File: src/rtl/irq_evt_pkg.sv
// Shared constants and mapping functions for the interrupt event controller.
// Assumes five sources mapped onto an 8-bit flag space.
package irq_evt_pkg;
    localparam int FLAG_W = 8;
    localparam int SRC_N  = 5;
    localparam int VEC_W  = 12;
    localparam logic [FLAG_W-1:0] USED_BITS = 8'h97;

    // Flag bit index for a given source number.
    function automatic int src_bit(input int s);
        case (s)
            0:       return 0;
            1:       return 1;
            2:       return 2;
            3:       return 4;
            default: return 7;
        endcase
    endfunction

    // Service address for a given flag bit index.
    function automatic logic [VEC_W-1:0] bit_vector(input int b);
        case (b)
            0:       return VEC_W'(12'h004);
            1:       return VEC_W'(12'h008);
            2:       return VEC_W'(12'h00C);
            4:       return VEC_W'(12'h014);
            7:       return VEC_W'(12'h020);
            default: return '0;
        endcase
    endfunction
endpackage

File: src/rtl/irq_flag_bank.sv
// Event flag register. Source pulses set bits; the clear command and the
// interrupt take clear them; a set wins over any clear in the same cycle.
// Bits absent from USED are tied to zero.
module irq_flag_bank
    import irq_evt_pkg::*;
#(
    parameter int               FW   = FLAG_W,
    parameter int               SN   = SRC_N,
    parameter logic [FW-1:0]    USED = USED_BITS
) (
    input  logic          clk,
    input  logic          rst_n,
    input  logic [SN-1:0] src_evt,
    input  logic          clr_cmd,
    input  logic [FW-1:0] clr_mask,
    input  logic [FW-1:0] take_mask,
    output logic [FW-1:0] flags
);
    logic [FW-1:0] set_m;
    logic [FW-1:0] kill_m;

    // Scatter source pulses onto their flag positions.
    always_comb begin
        set_m = '0;
        for (int s = 0; s < SN; s++) begin
            set_m[src_bit(s)] = set_m[src_bit(s)] | src_evt[s];
        end
        kill_m = (clr_cmd ? clr_mask : '0) | take_mask;
    end

    for (genvar b = 0; b < FW; b++) begin : g_bit
        if (USED[b]) begin : g_live
            // Per-bit flag: set has priority over clear.
            always_ff @(posedge clk) begin
                if (!rst_n)         flags[b] <= 1'b0;
                else if (set_m[b])  flags[b] <= 1'b1;
                else if (kill_m[b]) flags[b] <= 1'b0;
            end
        end else begin : g_tie
            assign flags[b] = 1'b0;
        end
    end

    a_r9_set_beats_clear: assert property (@(posedge clk) disable iff (!rst_n)
        src_evt[0] |=> flags[0]);
    a_r6_single_take: assert property (@(posedge clk) disable iff (!rst_n)
        $onehot0(take_mask));
    a_r2_unused_zero: assert property (@(posedge clk) disable iff (!rst_n)
        (flags & ~USED) == '0);
endmodule

File: src/rtl/irq_gate_ctl.sv
// Enable register and global enable latch. The global latch closes on a
// take or a disable command and opens on an enable command or enable write.
module irq_gate_ctl
    import irq_evt_pkg::*;
#(
    parameter int FW = FLAG_W
) (
    input  logic          clk,
    input  logic          rst_n,
    input  logic          ien_wr,
    input  logic [FW-1:0] ien_wdata,
    input  logic          en_cmd,
    input  logic          dis_cmd,
    input  logic          take,
    output logic [FW-1:0] ien_q,
    output logic          gie_q
);
    // Software-written per-source enable register.
    always_ff @(posedge clk) begin
        if (!rst_n)      ien_q <= '0;
        else if (ien_wr) ien_q <= ien_wdata;
    end

    // Global enable: closing events win over opening events.
    always_ff @(posedge clk) begin
        if (!rst_n)               gie_q <= 1'b0;
        else if (take || dis_cmd) gie_q <= 1'b0;
        else if (en_cmd || ien_wr) gie_q <= 1'b1;
    end

    a_r8_dis_blocks: assert property (@(posedge clk) disable iff (!rst_n)
        dis_cmd |=> !gie_q);
    a_r7_take_closes: assert property (@(posedge clk) disable iff (!rst_n)
        take |=> !gie_q);
endmodule

File: src/rtl/irq_arbiter.sv
// Combinational arbiter: finds enabled pending flags, picks the lowest
// index and forms its service address. Clock is used only by assertions.
module irq_arbiter
    import irq_evt_pkg::*;
#(
    parameter int FW = FLAG_W,
    parameter int VW = VEC_W
) (
    input  logic          clk,
    input  logic          rst_n,
    input  logic [FW-1:0] flags,
    input  logic [FW-1:0] ien,
    input  logic          gie,
    output logic          take,
    output logic [FW-1:0] take_mask,
    output logic [VW-1:0] vec_next
);
    logic [FW-1:0] pending;
    logic [FW-1:0] grant;
    int            sel;

    // Lowest-index priority selection over enabled pending flags.
    always_comb begin
        pending = flags & ien;
        grant   = '0;
        sel     = 0;
        for (int i = FW - 1; i >= 0; i--) begin
            if (pending[i]) begin
                grant    = '0;
                grant[i] = 1'b1;
                sel      = i;
            end
        end
        take      = gie && (pending != '0);
        take_mask = take ? grant : '0;
        vec_next  = take ? bit_vector(sel) : '0;
    end

    a_r5_grant_onehot: assert property (@(posedge clk) disable iff (!rst_n)
        $onehot0(take_mask));
    a_r3_take_needs_pending: assert property (@(posedge clk) disable iff (!rst_n)
        take |-> ((take_mask & flags & ien) != '0));
endmodule

File: src/rtl/irq_hold_ctl.sv
// Hold-mode helper: pulses wake when an interrupt is taken in hold, then
// pulses re-entry on the first return after that.
module irq_hold_ctl (
    input  logic clk,
    input  logic rst_n,
    input  logic take,
    input  logic hold_mode,
    input  logic ret_cmd,
    output logic wake_q,
    output logic reenter_q
);
    logic woke;

    // Remember that the current service routine interrupted hold.
    always_ff @(posedge clk) begin
        if (!rst_n)                 woke <= 1'b0;
        else if (take && hold_mode) woke <= 1'b1;
        else if (ret_cmd)           woke <= 1'b0;
    end

    // Registered wake and re-entry pulses.
    always_ff @(posedge clk) begin
        if (!rst_n) begin
            wake_q    <= 1'b0;
            reenter_q <= 1'b0;
        end else begin
            wake_q    <= take && hold_mode;
            reenter_q <= ret_cmd && woke;
        end
    end

    a_r10_wake_from_take: assert property (@(posedge clk) disable iff (!rst_n)
        wake_q |-> $past(take));
    a_r11_reenter_after_ret: assert property (@(posedge clk) disable iff (!rst_n)
        reenter_q |-> $past(ret_cmd));
endmodule

File: src/rtl/irq_event_ctrl.sv
// Top of the interrupt event controller. Wires flag bank, gate control,
// arbiter and hold helper, and registers the request and vector.
// Assumes all command inputs are single-cycle strobes from the core.
module irq_event_ctrl
    import irq_evt_pkg::*;
(
    input  logic              clk,
    input  logic              rst_n,
    input  logic [SRC_N-1:0]  src_evt,
    input  logic              ien_wr,
    input  logic [FLAG_W-1:0] ien_wdata,
    input  logic              int_en,
    input  logic              int_dis,
    input  logic              evf_clr,
    input  logic [FLAG_W-1:0] evf_clr_mask,
    input  logic              ret_strobe,
    input  logic              hold_mode,
    output logic              irq_req,
    output logic [VEC_W-1:0]  irq_vec,
    output logic              hold_wake,
    output logic              hold_reenter,
    output logic [FLAG_W-1:0] evt_flags,
    output logic              glb_en
);
    logic              take;
    logic [FLAG_W-1:0] take_mask;
    logic [FLAG_W-1:0] ien_q;
    logic [VEC_W-1:0]  vec_next;

    irq_flag_bank #(.FW(FLAG_W), .SN(SRC_N), .USED(USED_BITS)) u_flags (
        .clk(clk), .rst_n(rst_n), .src_evt(src_evt), .clr_cmd(evf_clr),
        .clr_mask(evf_clr_mask), .take_mask(take_mask), .flags(evt_flags)
    );

    irq_gate_ctl #(.FW(FLAG_W)) u_gate (
        .clk(clk), .rst_n(rst_n), .ien_wr(ien_wr), .ien_wdata(ien_wdata),
        .en_cmd(int_en), .dis_cmd(int_dis), .take(take),
        .ien_q(ien_q), .gie_q(glb_en)
    );

    irq_arbiter #(.FW(FLAG_W), .VW(VEC_W)) u_arb (
        .clk(clk), .rst_n(rst_n), .flags(evt_flags), .ien(ien_q), .gie(glb_en),
        .take(take), .take_mask(take_mask), .vec_next(vec_next)
    );

    irq_hold_ctl u_hold (
        .clk(clk), .rst_n(rst_n), .take(take), .hold_mode(hold_mode),
        .ret_cmd(ret_strobe), .wake_q(hold_wake), .reenter_q(hold_reenter)
    );

    // Register the request pulse and its service address.
    always_ff @(posedge clk) begin
        if (!rst_n) begin
            irq_req <= 1'b0;
            irq_vec <= '0;
        end else begin
            irq_req <= take;
            irq_vec <= vec_next;
        end
    end

    a_r3_req_needs_enable: assert property (@(posedge clk) disable iff (!rst_n)
        irq_req |-> $past(glb_en));
    a_r7_req_closes_gate: assert property (@(posedge clk) disable iff (!rst_n)
        irq_req |-> !glb_en);
    a_r4_vec_only_with_req: assert property (@(posedge clk) disable iff (!rst_n)
        !irq_req |-> (irq_vec == '0));
    a_r10_wake_with_req: assert property (@(posedge clk) disable iff (!rst_n)
        hold_wake |-> irq_req);
endmodule

File: config.mk
export PLATFORM = sky130hd
export DESIGN_NAME = irq_event_ctrl
export DESIGN_NICKNAME = d
export VERILOG_FILES = /design/src/rtl/irq_evt_pkg.sv /design/src/rtl/irq_flag_bank.sv /design/src/rtl/irq_gate_ctl.sv /design/src/rtl/irq_arbiter.sv /design/src/rtl/irq_hold_ctl.sv /design/src/rtl/irq_event_ctrl.sv
export SDC_FILE = /design/constraint.sdc
export NUM_CORES = 1
export LEC_CHECK = 0
export CAP_MARGIN = 20
export CORE_MARGIN = 2
export CORE_UTILIZATION = 36
export CTS_CLUSTER_SIZE = 12
export DETAILED_ROUTE_END_ITERATION = 10
export PLACE_DENSITY = 0.77
export SYNTH_ARGS = -nofsm -noshare
export SYNTH_HDL_FRONTEND = slang
export SYNTH_SLANG_ARGS = --single-unit
File: constraint.sdc
create_clock -name clk -period 1.4 [get_ports clk]
set_clock_uncertainty 0.1 [all_clocks]
set_input_delay 0.28 -clock clk [delete_from_list [all_inputs] [get_ports clk]]
set_output_delay 0.28 -clock clk [all_outputs]
set_load 0.1 [all_outputs]
Word-level counts from Yosys, hierarchy flattened
Index checks and enable logic that the tools add are counted.
{ "op_classes": {"add_sub_neg": 0, "multipliers": 0, "n_div": 0, "n_lt_le_gt_ge": 0, "n_eq_ne": 4, "shifts": 0, "n_mux": 31, "bitwise": 3, "reduce_logical": 15} }
{ "ops": {"columns": ["cell", "n"], "rows": [
  ["$mux W8", 10],
  ["$logic_not A32 Y1", 1],
  ["$pmux W6 S5", 1],
  ["$mux W3", 8],
  ["$mux W1", 12],
  ["$reduce_bool A2 Y1", 6],
  ["$and A8 B8 Y8", 1],
  ["$or A8 B8 Y8", 1],
  ["$reduce_bool A8 Y1", 1],
  ["$eq A3 B3 Y1 const B", 2],
  ["$eq A3 B1 Y1 const B", 1],
  ["$eq A3 B2 Y1 const B", 1],
  ["$logic_and A1 B1 Y1", 3],
  ["$logic_or A1 B1 Y1", 2],
  ["$reduce_and A2 Y1", 1],
  ["$reduce_or A2 Y1", 1],
  ["$not A1 Y1", 1]
]} }
{ "word_totals": {"register_bits": 30, "latchBits": 0, "ramBits": 0, "romBits": 0, "input_bits": 29, "output_inout_bits": 24, "mem_count": 0} }

Longest topological paths before layout
{ "depth": {"ltp_word": 13, "mapped_depth": 3, "mapped_depth_nobuf": 3} }

By module
From an unflattened synthesis, not the netlist that was laid out.
{ "unflattened": {"cells_unflattened": 130, "hier_area_um2": 1277.5} }
{ "by_module_without_submodules": {"columns": ["mod", "instances", "cells_per_inst", "area_each_um2", "seq_area_each_um2"], "rows": [
  ["irq_event_ctrl", 1, 27, 364.1, 260.2],
  ["irq_gate_ctl", 1, 28, 346.6, 180.2],
  ["irq_arbiter", 1, 43, 250.2, 0.0],
  ["irq_flag_bank", 1, 24, 225.2, 100.1],
  ["irq_hold_ctl", 1, 8, 91.3, 60.1]
]} }

Worst setup path after synthesis
OpenSTA, ideal clock, no wires.
{ "synth_path": {"kind": "reg2reg", "from": "reg u_flags.flags[0]", "to": "reg irq_vec[5]", "arrival_time_ps": 1779, "required_ps": 1184, "setup_slack_ps": -594, "path_stages_with_launch": 4, "path_buffers": 0, "path_cell_list": "dfxtp_1 nand2_1 and3_1 and3_1"} }
{ "synth_between": {"elab_chain_len": 4, "elab_cells_between_ends": 11, "classes_between": "eq/ne: 4; mux: 2; bitwise: 1; reduce/logical: 4"} }
{ "synth_lines": {"columns": ["element", "line_no", "text"], "rows": [
  ["start, declared", "irq_flag_bank.sv:17", "output logic [FW-1:0] flags"],
  ["start signal, assigned by index", "irq_flag_bank.sv:35", "if (!rst_n) flags[b] <= 1'b0;"],
  ["start signal, assigned by index", "irq_flag_bank.sv:36", "else if (set_m[b]) flags[b] <= 1'b1;"],
  ["start signal, assigned by index", "irq_flag_bank.sv:37", "else if (kill_m[b]) flags[b] <= 1'b0;"],
  ["$and A8 B8 Y8 (*)", "irq_arbiter.sv:24", "pending = flags & ien;"],
  ["$mux W3 / $reduce_bool A8 Y1 (equally long branches)", "irq_arbiter.sv:28, irq_arbiter.sv:34", null],
  ["$logic_not A32 Y1 (tied with other cells)", "irq_evt_pkg.sv:22", "case (b)"],
  ["$pmux W6 S5 / $reduce_and A2 Y1 (equally long branches)", null, null],
  ["end signal, assigned", "irq_event_ctrl.sv:58", "irq_vec <= vec_next;"],
  ["end, declared", "irq_event_ctrl.sv:19", "output logic [VEC_W-1:0] irq_vec,"]
]} }
Every way passes the cells marked *; elsewhere a longest branch is shown, timed or not.
A chain may end at the register's enable or synchronous reset.

Final worst setup path
{ "layout_path": {"from": "reg u_gate.gie_q", "to": "out glb_en"} }
{ "layout_lines": {"columns": ["element", "line_no", "text"], "rows": [
  ["start, declared", "irq_gate_ctl.sv:16", "output logic gie_q"],
  ["start signal, assigned", "irq_gate_ctl.sv:26", "if (!rst_n) gie_q <= 1'b0;"],
  ["start signal, assigned", "irq_gate_ctl.sv:27", "else if (take || dis_cmd) gie_q <= 1'b0;"],
  ["start signal, assigned", "irq_gate_ctl.sv:28", "else if (en_cmd || ien_wr) gie_q <= 1'b1;"],
  ["end, declared", "irq_event_ctrl.sv:23", "output logic glb_en"]
]} }
No word-level cell between the ends.

==> results.toml <==
[route]
drc = 0
wirelength_mm = 1.95
drt-vias-per-instance = 4.73
first_pass_iters = 4
wire_per_inst_um = 12.7
ant_nets = 0
vias = 728
drtIter0Drc = 7

[finish]
drive_above_1_share_pct = 26.2
regArea_um2 = 398
antenna_cells = 0
post-route-util_pct = 63.2
final_nets = 156
n_fill_cell = 186
syn_to_final_growth_pct = 64.9
multiInputGateArea_um2 = 407

[logic_synthesis]
ys_seq_area_share_pct = 44.8
yosys_warnings = 0
netlist_area_um2 = 848
synth_seq_cells = 19
syn_inst = 84
synthDistinctLibCells = 31
syn_avg_cell_area_um2 = 10.1

[critical_path]
cp_cell_sequence = "buf_12"
slowest_stage = "dfxtp_4"
required_ps = 1020
cp_num_buf_inv = 1
cp-start-kind = "register"
crit_type = "reg -> out"
cp.arrival_ps = 890
crit_fanout = 8
cp_top_family = "flip-flops"
end_kind = "output port"
cp_slowest_stage_delay_ps = 410

[timing]
setup_viol = 0
max_freq_mhz = 787
layout_min_cycle_time_ps = 1270
slew_viol_final = 0
fin_ws_ps = 130
hold_viol = 0
rsz0062_at_grt = "false"
finalCritPeriodShare_pct = 90.7

[die]
die-area_mm2 = 0.00276
design.portCount = 53
start_util_pct = 38.3
placementRows = 17
die_w_um = 52.5
coreArea_mm2 = 0.00221
die_h_um = 52.5

[clock_tree]
clkTransAtPathRegs_ps = 100
cts.path.max_buffers = 2
cts_root_buf = "clkbuf_4"
htree_num_levels = 1
tritoncts = "done"
numCtsBuffers = 3
postCtsSetupBuffers = 0
clock-sinks = 19
ctsResizeCount = 0
clk_latency_ps = 290
ctsHoldBuffers = 0

[run]
timing.max_cap.violations = 0

[min_path]
min_path_type = "reg -> reg"

[power]
power_leakage_uw = 0.000594
power.density_mw_per_mm2 = 933
peakVddDrop_mv = 0.552

[place]
place.port_buffers = 35
gp_congestion = 0.724
place_ws_ps = -87.5
place_hpwl_mm = 1.58

[grt]
grt_start_max_net_pins = 12
grt_pass1_wl_mm = 3.11
antenna_found_initial = 0
grt_pass1_vias = 699
overflow = 0
grtUsageTotal_pct = 15.8

[outcome]
status = "finished clean"
==> area by class of cell <==
class / count / area share [%]
clock buffers: 4 / 1.88
inverters: 2 / 0.537
multi-input cells: 60 / 29.1
flip-flops and latches: 19 / 28.4
well taps: 28 / 2.50
repair buffers: 41 / 37.6
==> metal layers <==
layer	vias to the layer above	wire (um)	part of all wire (%)	track usage, %
li1	360	-	-	-
met5	-	0	0	0
met4	0	68	3.5	9.83
met3	8	146	7.5	4.00
met2	34	954	49	25.8
met1	326	782	40	18.2
==> cells in the mapped netlist, drive strengths merged <==
| cell type | n | area share [%] |
|---|---|---|
| conb | 1 | 0.44 |
| o21a | 2 | 1.8 |
| a21bo | 2 | 2.4 |
| a21oi | 3 | 1.8 |
| a31oi | 3 | 4.0 |
| o31ai | 1 | 0.89 |
| nor2 | 1 | 0.44 |
| o311ai | 1 | 1.0 |
| and3 | 3 | 2.2 |
| a41oi | 1 | 1.0 |
| and2 | 3 | 2.2 |
| nand2 | 5 | 2.2 |
| mux2i | 5 | 5.9 |
| a22oi | 3 | 4.9 |
| a21boi | 3 | 2.7 |
| o2bb2ai | 1 | 1.0 |
| o21ai | 2 | 1.2 |
| buf | 12 | 10 |
| nor3b | 1 | 0.89 |
| nor2b | 6 | 4.4 |
| nor3 | 1 | 0.59 |
| dfxtp | 19 | 45 |
| nand3 | 1 | 0.59 |
| and4 | 1 | 1.0 |
| clkbuf | 1 | 0.44 |
| inv | 2 | 0.89 |
==> flip-flops by register name (all words and copies together), names as in the netlist <==
| register | cells |
|---|---|
| u_gate.ien_q | 5 |
| u_flags.flags | 5 |
| irq_vec | 4 |
| u_gate.gie_q | 1 |
| u_hold.woke | 1 |
| u_hold.reenter_q | 1 |
| u_hold.wake_q | 1 |
| irq_req | 1 |
==> worst paths after layout <==
path	startpoint	end	slack [ps]	cells past startpoint
min reg2reg	u_hold.woke$_SDFFE_PN0P_	u_hold.woke$_SDFFE_PN0P_	360	2
min	u_hold.woke$_SDFFE_PN0P_	u_hold.woke$_SDFFE_PN0P_	360	2
max reg2reg	u_flags.flags[0]$_SDFFE_PN0P_	irq_vec[5]$_SDFF_PN0_	140	3
max	u_gate.gie_q$_SDFFE_PP0P_	glb_en	130	1
==> placed cells by master, fill, tap and decap left out, types with 3 or more instances in the layout <==
master,synthesis,final
mux2i_1,5,5
a21oi_1,3,3
clkdlybuf4s50_1,0,22
nor2b_1,6,6
clkbuf_4,0,3
buf_12,0,13
dfxtp_4,0,4
buf_4,11,6
nand2_1,5,5
and3_1,3,3
and2_1,3,3
dfxtp_1,19,13
conb_1,1,11
==> where the power goes <==
part	internal, uW	total (uW)	switching [uW]
Clock	111	268	157
Combinational	153	440	287
Sequential	563	597	34.3
==> cell families after synthesis <==
kind of cell           share of synthesized area (%)
other                                          0.442
buffers and inverters                           11.7
multiplexers                                    5.90
flip-flops                                      44.8
AO/OA/AOI/OAI                                   22.6
AND/OR/NAND/NOR                                 14.6
==> per-stage QoR <==
step | hold WS [ps] | instance area [um^2] | setup TNS [ps] | total power [uW] | cells
2_1_floorplan | 268 | 903 | 0 | 914 | 94
3_3_place_gp | 345 | 1370 | -315 | 1040 | 150
3_5_place_dp | 351 | 1370 | -513 | 1050 | 150
4_1_cts | 364 | 1400 | 0 | 1310 | 154
5_1_grt | 390 | 1400 | 0 | 1370 | 154
6_report | 359 | 1400 | 0 | 1300 | 154
Note: power is estimated with default switching activity, not from simulation.
